`config.mk`:
```
export PLATFORM = sky130hd
export DESIGN_NAME = slice_collector
export DESIGN_NICKNAME = d
export VERILOG_FILES = /design/src/rtl/slc_pkg.sv /design/src/rtl/slc_seq.sv /design/src/rtl/slc_slice_ram.sv /design/src/rtl/slc_transpose.sv /design/src/rtl/slice_collector.sv
export SDC_FILE = /design/constraint.sdc
export NUM_CORES = 1
export LEC_CHECK = 0
export BUFFER_PORTS_ARGS = -buffer_cell sky130_fd_sc_hd__buf_2
export CORE_MARGIN = 2
export CORE_UTILIZATION = 62
export CTS_CLUSTER_DIAMETER = 40
export DETAILED_ROUTE_END_ITERATION = 12
export PLACE_DENSITY = 0.83
export REMOVE_ABC_BUFFERS = 1
export SLEW_MARGIN = 20
export SYNTH_ARGS = -nofsm -noshare
export SYNTH_HDL_FRONTEND = slang
export SYNTH_SLANG_ARGS = --single-unit
```
`constraint.sdc`:
```
create_clock -name clk -period 4.75 [get_ports clk]
set_input_delay 0.475 -clock clk [delete_from_list [all_inputs] [get_ports clk]]
set_output_delay 0.475 -clock clk [all_outputs]
set_load 0.01 [all_outputs]
```
`src/rtl/slc_pkg.sv`:
```
package slc_pkg;
  typedef enum logic [2:0] {
    ST_IDLE,
    ST_LEAD,
    ST_HIGH,
    ST_LOW,
    ST_TAIL,
    ST_READ,
    ST_WAIT,
    ST_PUB
  } slc_state_t;
endpackage

```
`src/rtl/slc_seq.sv`:
```
module slc_seq #(
  parameter int WORD_BITS  = 10,
  parameter int SCLK_HIGH  = 3,
  parameter int SCLK_LOW   = 3,
  parameter int SAMPLE_DLY = 1,
  parameter int AW         = 4
) (
  input  logic          clk,
  input  logic          rst,
  input  logic          start_req,
  output logic          freeze_en,
  output logic          sclk,
  output logic          wr_en,
  output logic          rd_en,
  output logic [AW-1:0] idx,
  output logic          publish,
  output logic          done
);
  import slc_pkg::*;

  localparam int PH_MAX = (SCLK_HIGH > SCLK_LOW) ? SCLK_HIGH : SCLK_LOW;
  localparam int CW     = $clog2(PH_MAX + 1);
  localparam logic [CW-1:0] HI_LAST = CW'(SCLK_HIGH - 1);
  localparam logic [CW-1:0] LO_LAST = CW'(SCLK_LOW - 1);
  localparam logic [CW-1:0] SMP_AT  = CW'(SAMPLE_DLY);
  localparam logic [AW-1:0] IDX_END = AW'(WORD_BITS - 1);

  slc_state_t    state;
  logic [CW-1:0] cnt;

  always_ff @(posedge clk) begin
    if (rst) begin
      state     <= ST_IDLE;
      cnt       <= '0;
      idx       <= '0;
      freeze_en <= 1'b0;
      sclk      <= 1'b0;
      done      <= 1'b0;
    end else begin
      done <= 1'b0;
      case (state)
        ST_IDLE: begin
          if (start_req) begin
            freeze_en <= 1'b1;
            cnt       <= '0;
            idx       <= '0;
            state     <= ST_LEAD;
          end
        end
        ST_LEAD, ST_LOW: begin
          if (cnt == LO_LAST) begin
            cnt   <= '0;
            sclk  <= 1'b1;
            state <= ST_HIGH;
          end else begin
            cnt <= cnt + 1'b1;
          end
        end
        ST_HIGH: begin
          if (cnt == HI_LAST) begin
            cnt  <= '0;
            sclk <= 1'b0;
            if (idx == IDX_END) begin
              state <= ST_TAIL;
            end else begin
              idx   <= idx + 1'b1;
              state <= ST_LOW;
            end
          end else begin
            cnt <= cnt + 1'b1;
          end
        end
        ST_TAIL: begin
          if (cnt == LO_LAST) begin
            cnt       <= '0;
            freeze_en <= 1'b0;
            idx       <= '0;
            state     <= ST_READ;
          end else begin
            cnt <= cnt + 1'b1;
          end
        end
        ST_READ: begin
          if (idx == IDX_END) state <= ST_WAIT;
          else                idx   <= idx + 1'b1;
        end
        ST_WAIT: state <= ST_PUB;
        ST_PUB: begin
          done  <= 1'b1;
          state <= ST_IDLE;
        end
        default: state <= ST_IDLE;
      endcase
    end
  end

  always_comb begin
    wr_en   = (state == ST_HIGH) && (cnt == SMP_AT);
    rd_en   = (state == ST_READ);
    publish = (state == ST_PUB);
  end
endmodule

```
`src/rtl/slc_slice_ram.sv`:
```
module slc_slice_ram #(
  parameter int WIDTH = 8,
  parameter int DEPTH = 10,
  parameter int AW    = 4
) (
  input  logic             clk,
  input  logic             rst,
  input  logic             we,
  input  logic             re,
  input  logic [AW-1:0]    addr,
  input  logic [WIDTH-1:0] wdata,
  output logic [WIDTH-1:0] rdata,
  output logic             rvalid
);
  logic [WIDTH-1:0] mem [DEPTH];

  always_ff @(posedge clk) begin
    if (we) mem[addr] <= wdata;
    if (re) rdata <= mem[addr];
  end

  always_ff @(posedge clk) begin
    if (rst) rvalid <= 1'b0;
    else     rvalid <= re;
  end
endmodule

```
`src/rtl/slc_transpose.sv`:
```
module slc_transpose #(
  parameter int LANE_PINS  = 8,
  parameter int LANES_USED = 8,
  parameter int WORD_BITS  = 10
) (
  input  logic                           clk,
  input  logic                           rst,
  input  logic                           shift_en,
  input  logic [LANES_USED-1:0]          slice,
  input  logic                           publish,
  output logic [LANE_PINS*WORD_BITS-1:0] words
);
  for (genvar j = 0; j < LANE_PINS; j++) begin : g_lane
    if (j < LANES_USED) begin : g_used
      logic [WORD_BITS-1:0] work;
      logic [WORD_BITS-1:0] held;
      always_ff @(posedge clk) begin
        if (shift_en) work <= {work[WORD_BITS-2:0], slice[j]};
      end
      always_ff @(posedge clk) begin
        if (rst)          held <= '0;
        else if (publish) held <= work;
      end
      assign words[j*WORD_BITS +: WORD_BITS] = held;
    end else begin : g_idle
      assign words[j*WORD_BITS +: WORD_BITS] = '0;
    end
  end
endmodule

```
`src/rtl/slice_collector.sv`:
```
module slice_collector #(
  parameter int LANE_PINS  = 8,
  parameter int LANES_USED = 8,
  parameter int WORD_BITS  = 10,
  parameter int SCLK_HIGH  = 3,
  parameter int SCLK_LOW   = 3,
  parameter int SAMPLE_DLY = 1
) (
  input  logic                           clk,
  input  logic                           rst,
  input  logic                           start_req,
  input  logic [LANE_PINS-1:0]           lane_din,
  output logic                           freeze_en,
  output logic                           sclk,
  output logic                           done,
  output logic [LANE_PINS*WORD_BITS-1:0] lane_words
);
  localparam int AW = (WORD_BITS > 1) ? $clog2(WORD_BITS) : 1;

  logic                  wr_en, rd_en, publish, rvalid;
  logic [AW-1:0]         idx;
  logic [LANES_USED-1:0] rd_slice;

  slc_seq #(
    .WORD_BITS (WORD_BITS),
    .SCLK_HIGH (SCLK_HIGH),
    .SCLK_LOW  (SCLK_LOW),
    .SAMPLE_DLY(SAMPLE_DLY),
    .AW        (AW)
  ) u_seq (
    .clk      (clk),
    .rst      (rst),
    .start_req(start_req),
    .freeze_en(freeze_en),
    .sclk     (sclk),
    .wr_en    (wr_en),
    .rd_en    (rd_en),
    .idx      (idx),
    .publish  (publish),
    .done     (done)
  );

  slc_slice_ram #(
    .WIDTH(LANES_USED),
    .DEPTH(WORD_BITS),
    .AW   (AW)
  ) u_ram (
    .clk   (clk),
    .rst   (rst),
    .we    (wr_en),
    .re    (rd_en),
    .addr  (idx),
    .wdata (lane_din[LANES_USED-1:0]),
    .rdata (rd_slice),
    .rvalid(rvalid)
  );

  slc_transpose #(
    .LANE_PINS (LANE_PINS),
    .LANES_USED(LANES_USED),
    .WORD_BITS (WORD_BITS)
  ) u_xpose (
    .clk     (clk),
    .rst     (rst),
    .shift_en(rvalid),
    .slice   (rd_slice),
    .publish (publish),
    .words   (lane_words)
  );
endmodule

```
==> impl_metrics.py, run 1 <==
metrics = {
    "logic_synthesis": {
        "syn_area_sq_mm": 0.00935,
        "async_reset_ff_share_pct": 0,
        "synth_seq_area_share_pct": 73.9,
        "synth_enable_flop_cells": 168,
        "yosys_warnings": 0,
        "netlist_instances": 686,
        "synth-main-ff-cell": "edfxtp_1",
        "ys_types": 47,
        "avgSynthCellArea_sq_um": 13.6,
        "ys_seq_elements": 261,
    },
    "clocking": {
        "root_buffer": "clkbuf_16",
        "clk_latency_ns": 0.54,
        "clkTransAtPathRegs_ns": 0.06,
        "postCtsSetupRepairBufs": 0,
        "clockBufferDepth": 3,
        "cts_tree": "yes",
        "clock_sinks": 261,
        "cts_made_buffers": 28,
        "ctsResizeCount": 0,
        "postCtsHoldBufs": 0,
        "htree_levels": 1,
    },
    "critical_path": {
        "cp.arrival_ns": 2.97,
        "critical_path.max_fanout": 21,
        "start_kind": "flop",
        "crit_start": "u_seq.idx[1]",
        "critical_path_class": "reg -> reg",
        "end_kind": "flop",
        "cp_data_required_time_ns": 5.20,
        "worstReg2RegStart": "u_seq.idx[1]",
    },
    "status": {
        "status": "completed",
    },
    "drt": {
        "ant_nets": 0,
        "wl_per_cell_um": 18.1,
        "drc": 0,
        "dr.pass1.iters": 5,
        "viasPerCell": 5.86,
        "drt-total-wl_um": 17600,
        "vias": 5698,
        "initialDrtViolationCount": 727,
    },
    "hold_path": {
        "hold_start": "lane_din[0]",
        "min_path_type": "in -> reg",
    },
    "placed_design": {
        "port_buffers": 93,
        "dp_hpwl_um": 10300,
        "dp_worst_setup_slack_ns": 2.02,
        "gp_congestion": 0.813,
        "post-place-cells": 921,
        "placed_cell_area_sq_mm": 0.00987,
    },
    "grt": {
        "grt_max_degree": 96,
        "grt_antenna_before_repair": 0,
        "grt_pass1_vias": 5451,
        "grt-ovfl-total": 0,
        "grt_pass1_wl_um": 27800,
        "globalRouteTotalUtil_pct": 21.7,
    },
    "final_layout": {
        "drive_above_1_share_pct": 18.5,
        "finish.instance_area_sq_mm": 0.0107,
        "syn2layout_area_growth_pct": 15.0,
        "finalNonFillerCells": 973,
        "fillers": 914,
        "nets": 782,
        "num_antenna_cells": 0,
    },
    "sta": {
        "fin_crit_sh_pct": 53.2,
        "worst_slew_pin_slew_ns": 1.07,
        "fin_skew_ns": 0.0159,
        "fin_crit_ns": 2.53,
        "setup_slack_ns": 2.22,
        "max_freq_ghz": 0.395,
        "setup_violations": 0,
        "tns_ns": 0,
        "hold_viol_final": 0,
        "drv_slew": 0,
        "grt_setup_unrepaired": "no",
        "slew_headroom_pct": 28.6,
    },
    "floorplan": {
        "num_rows": 44,
        "fp.dieH_um": 127,
        "start_util_pct": 63.8,
        "dieWidth_um": 127,
        "dieArea_sq_mm": 0.0161,
        "io_pins": 94,
        "core_area_sq_mm": 0.0146,
    },
    "power": {
        "p_leak_nw": 3.71,
        "p_total_mw": 4.48,
        "p_per_area_mw_per_mm2": 417,
        "ir_drop_mv": 0.394,
    },
    "flow_run": {
        "drv_cap": 0,
    },
}
[metrics by stage]
step	hold WS, ns	utilization (%)
after floorplan	0.400	-
after global placement	0.411	67.4
after detailed placement	0.416	67.4
after CTS	0.256	73.4
after global routing	0.275	73.4
final	0.270	73.4
[metal layers]
metal / up-vias / share of wire (%) / GRT usage, %
li1: 2635 / - / -
met1: 2802 / 42 / 29.3
met2: 225 / 50 / 36.6
met3: 36 / 6.1 / 3.67
met4: 0 / 2.3 / 6.92
met5: - / 0 / 0
[worst paths after layout]
kind	to	slack, ns	cells after the start
setup reg to reg	u_seq.idx[3]	2.22	6
hold / removal	u_ram.mem[8][0]	0.27	1
hold reg to reg	u_xpose.g_lane[0].g_used.work[0]	0.43	0
setup / recovery	u_seq.idx[3]	2.22	6
[worst max-delay path: stages (launching register included)]
cell,delay (ns)
dfxtp_1,0.85
inv_1,0.18
ha_1,0.28
nand3b_1,0.24
nand4_1,0.21
a2111o_1,0.49
o211ai_1,0.18
[registers in the layout, indices dropped and copies added, names as in the netlist]
register / flops
u_ram.mem: 80
u_ram.rdata: 8
u_ram.rvalid: 1
u_seq.cnt: 2
u_seq.done: 1
u_seq.freeze_en: 1
u_seq.idx: 4
u_seq.sclk: 1
u_seq.state: 3
u_xpose.g_lane.g_used.held: 80
u_xpose.g_lane.g_used.work: 80
[cell type report]
| class | instances | area, sq um | share of cell area (%) |
|---|---|---|---|
| sequential | 261 | 6910 | 64.3 |
| tap | 184 | 230 | 2.14 |
| clock inverter | 11 | 106 | 0.990 |
| clock buffer | 41 | 769 | 7.16 |
| multi-input combinational | 377 | 2230 | 20.8 |
| timing repair buffer | 95 | 483 | 4.49 |
| inverter | 4 | 15.0 | 0.140 |
[cell usage in the layout (no fill, tap or decap), drive strengths merged, types with 3 or more instances in the layout]
master / instances
clkinv: 5
nor3: 8
buf: 95
mux2i: 9
a211oi: 11
and2: 16
a21oi: 92
nand3: 5
nor2: 14
mux4: 16
o21ai: 6
nand3b: 3
ha: 4
dfxtp: 93
nand2: 166
clkbuf: 41
edfxtp: 168
inv: 8
[cell families (layout without fill, tap and decap cells)]
family / Yosys count / count (layout) / share of synthesized area, %
fa+ha+maj: 4 / 4 / 0.535
compound gates: 125 / 125 / 7.68
buf+inv: 48 / 151 / 2.38
simple gates: 223 / 223 / 10.2
mux: 25 / 25 / 5.30
flops: 261 / 261 / 73.9
[synthesized netlist by cell type (3+ instances only)]
cell type | number | area [sq um]
nand3_1 | 5 | 25.0
nand2_1 | 166 | 623
nand3b_1 | 3 | 22.5
buf_4 | 4 | 30.0
mux4_2 | 4 | 90.1
ha_1 | 4 | 50.1
mux2i_1 | 9 | 90.1
o21ai_0 | 5 | 25.0
a21oi_1 | 92 | 460
buf_2 | 6 | 30.0
nor2_1 | 14 | 52.6
and2_1 | 16 | 100
clkbuf_1 | 30 | 113
nor3_1 | 8 | 40.0
a211oi_1 | 10 | 75.1
dfxtp_1 | 93 | 1860
inv_1 | 4 | 15.0
mux4_1 | 12 | 315
edfxtp_1 | 168 | 5040
[power breakdown]
group	switching (mW)	total [mW]	internal, mW
Combinational	0.0343	0.0465	0.0122
Sequential	0.00644	2.41	2.40
Clock	0.844	2.03	1.19
Power figures use the tool's default switching activity.
==> inputs of run 2 (changes only) <==
--- a/config.mk
+++ b/config.mk
@@ -5,12 +5,13 @@
 export SDC_FILE = /design/constraint.sdc
 export NUM_CORES = 1
 export LEC_CHECK = 0
+export ABC_AREA = 1
 export BUFFER_PORTS_ARGS = -buffer_cell sky130_fd_sc_hd__buf_2
 export CORE_MARGIN = 2
-export CORE_UTILIZATION = 62
+export CORE_UTILIZATION = 53
 export CTS_CLUSTER_DIAMETER = 40
 export DETAILED_ROUTE_END_ITERATION = 12
-export PLACE_DENSITY = 0.83
+export PLACE_DENSITY = 0.76
 export REMOVE_ABC_BUFFERS = 1
 export SLEW_MARGIN = 20
 export SYNTH_ARGS = -nofsm -noshare
==> constraint.sdc (replaced) <==
create_clock -name clk -period 2.1 [get_ports clk]
set_input_delay 0.21 -clock clk [delete_from_list [all_inputs] [get_ports clk]]
set_output_delay 0.21 -clock clk [all_outputs]
set_load 0.01 [all_outputs]
==> impl_metrics.py, run 2 <==
metrics = {
    "status": {
        "status": "completed",
    },
    "placed_design": {
        "dp_hpwl_um": 12100,
        "port_buffers": 93,
        "post-place-cells": 1092,
        "gp_congestion": 0.891,
    },
    "critical_path": {
        "max_stage_delay_ns": 0.50,
        "cp_top_family": "flip-flops",
        "worstRegToRegCells": 5,
        "reg2reg_to": "u_ram.mem[6][7]",
        "cp_common_cell": "inv_1",
        "cp.arrival_ns": 1.97,
        "end_kind": "flop",
        "cp_data_required_time_ns": 2.31,
        "critical_path.max_fanout": 9,
        "critPathBufInv": 3,
        "worstReg2RegStart": "u_seq.idx[2]",
        "start_kind": "flop",
        "crit_slowest_cell": "dfxtp_1",
        "critical_path_class": "reg -> reg",
        "r2r_setup_slack_ns": 0.34,
        "path_depth": 5,
        "crit_chain": "inv_1 > nor2_2 > inv_1 > nor3_1 > buf_4",
    },
    "clocking": {
        "clock_sinks": 261,
        "clk_latency_ns": 0.51,
        "postCtsSetupRepairBufs": 0,
        "cts_made_buffers": 35,
        "postCtsHoldBufs": 0,
        "cts_tree": "yes",
        "clockBufferDepth": 3,
        "clkTransAtPathRegs_ns": 0.06,
        "htree_levels": 2,
        "ctsResizeCount": 0,
        "root_buffer": "clkbuf_16",
    },
    "drt": {
        "drc": 0,
        "ant_nets": 0,
        "wl_per_cell_um": 16.9,
        "viasPerCell": 5.46,
        "initialDrtViolationCount": 496,
        "vias": 6310,
        "drt-total-wl_um": 19500,
        "dr.pass1.iters": 5,
    },
    "logic_synthesis": {
        "synth-main-ff-cell": "edfxtp_1",
        "netlist_instances": 798,
        "ys_seq_elements": 261,
        "avgSynthCellArea_sq_um": 11.9,
        "syn_area_sq_mm": 0.00953,
        "yosys.cell_count.top_type": "edfxtp_1",
        "yosys_warnings": 0,
        "synth_seq_area_share_pct": 72.4,
        "yosys-top-cells-area": "edfxtp_1 (53%), dfxtp_1 (20%), nand2_1 (4.8%)",
        "synth_enable_flop_cells": 168,
        "synth_common_cells": "edfxtp_1 (168), nand2_1 (122), dfxtp_1 (93)",
        "ys_types": 26,
        "async_reset_ff_share_pct": 0,
        "synth_top_area_cell": "edfxtp_1",
        "synth_top_cell_area_share_pct": 52.9,
    },
    "sta": {
        "fin_skew_ns": 0.0112,
        "grt_setup_unrepaired": "no",
        "fin_crit_ns": 1.76,
        "drv_slew": 0,
        "hold_viol_final": 0,
        "setup_violations": 0,
        "slew_headroom_pct": 55.2,
        "fin_crit_sh_pct": 83.9,
        "worst_slew_pin_slew_ns": 0.672,
        "max_freq_ghz": 0.568,
    },
    "final_layout": {
        "nets": 915,
        "final_util_pct": 63.7,
        "drive_above_1_share_pct": 20.7,
        "syn2layout_area_growth_pct": 18.7,
        "num_antenna_cells": 0,
        "final_common_cell": "edfxtp_1",
        "fillers": 1358,
        "largest_registers": "u_ram.mem (80), u_xpose.g_lane.g_used.held (80), u_xpose.g_lane.g_used.work (80)",
        "finalNonFillerCells": 1155,
        "layout.cells.most_common_list": "edfxtp_1 (168), nand2_1 (122), buf_2 (93)",
    },
    "floorplan": {
        "core_area_sq_mm": 0.0178,
        "dieWidth_um": 138,
        "num_rows": 49,
        "fp.dieH_um": 138,
        "io_pins": 94,
        "start_util_pct": 53.6,
        "dieArea_sq_mm": 0.0191,
    },
    "flow_run": {
        "drv_cap": 0,
    },
    "grt": {
        "grt_max_degree": 82,
        "grt-ovfl-total": 0,
        "grt_antenna_before_repair": 0,
        "globalRouteTotalUtil_pct": 20.3,
        "grt_pass1_wl_um": 31600,
        "grt_pass1_vias": 6105,
    },
    "hold_path": {
        "hold_path_depth": 1,
        "min_to": "u_ram.mem[6][0]",
        "min_path_type": "in -> reg",
        "hold_start": "lane_din[0]",
    },
    "power": {
        "p_per_area_mw_per_mm2": 1180,
        "ir_drop_mv": 0.981,
        "p_leak_nw": 4.12,
    },
}
## run 2: layout make-up
| class | count | area (sq um) | area share [%] |
|---|---|---|---|
| clock inverter | 25 | 260 | 2.30 |
| clock buffer | 38 | 887 | 7.84 |
| timing repair buffer | 116 | 688 | 6.08 |
| multi-input combinational | 462 | 2190 | 19.4 |
| inverter | 24 | 92.6 | 0.818 |
| tap | 229 | 287 | 2.53 |
| sequential | 261 | 6910 | 61.1 |
## run 2: worst max-delay path by stage
stage / endpoint / from
after global routing: u_ram.mem[7][1] / u_seq.idx[2]
after detailed placement: u_ram.mem[6][4] / u_seq.idx[2]
after global placement: u_ram.mem[7][7] / u_seq.idx[2]
after CTS: u_ram.mem[2][6] / u_seq.state[2]
final: u_ram.mem[6][7] / u_seq.idx[2]
after floorplan: u_xpose.g_lane[0].g_used.held[0] / u_seq.state[2]
## run 2: logic make-up after synthesis
| group | after synthesis | share of synthesized area, % |
|---|---|---|
| simple gates | 298 | 13.6 |
| flops | 261 | 72.4 |
| compound gates | 159 | 8.79 |
| buf+inv | 75 | 4.58 |
| fa+ha+maj | 4 | 0.525 |
| xor+xnor | 1 | 0.0919 |
## run 2: power breakdown
part	total, mW	switching (mW)	internal, mW	leakage [nW]
Combinational	1.92	1.31	0.604	1.29
Clock	5.74	2.31	3.42	0.565
Sequential	5.69	0.122	5.57	2.26
Total	13.3	3.75	9.60	4.12
## run 2: worst reg2reg max path, stage by stage (launching register included)
cell and delay [ns]:
dfxtp_1 0.50, inv_1 0.14, nor2_2 0.28, inv_1 0.15, nor3_1 0.20, buf_4 0.20
## run 2: per-stage QoR
stage	total power, mW	setup TNS, ns	instance area, sq um	hold slack, ns	setup WS (ns)
2_1_floorplan	7.06	-152.25	9190	0.279	-0.825
3_3_place_gp	7.66	0	10200	0.401	0.388
3_5_place_dp	7.68	0	10200	0.405	0.389
4_1_cts	13.4	0	11300	0.0154	0.343
5_1_grt	13.9	0	11300	0.0357	0.155
6_report	13.3	0	11300	0.0231	0.338
## run 2: metal layers
| layer | wire length, um | GRT usage [%] | vias to the layer above |
|---|---|---|---|
| met4 | 571 | 8.43 | 0 |
| met3 | 1260 | 4.05 | 43 |
| met5 | 0 | 0 | - |
| met1 | 8560 | 28.4 | 3002 |
| met2 | 9110 | 31.4 | 234 |
| li1 | - | - | 3031 |
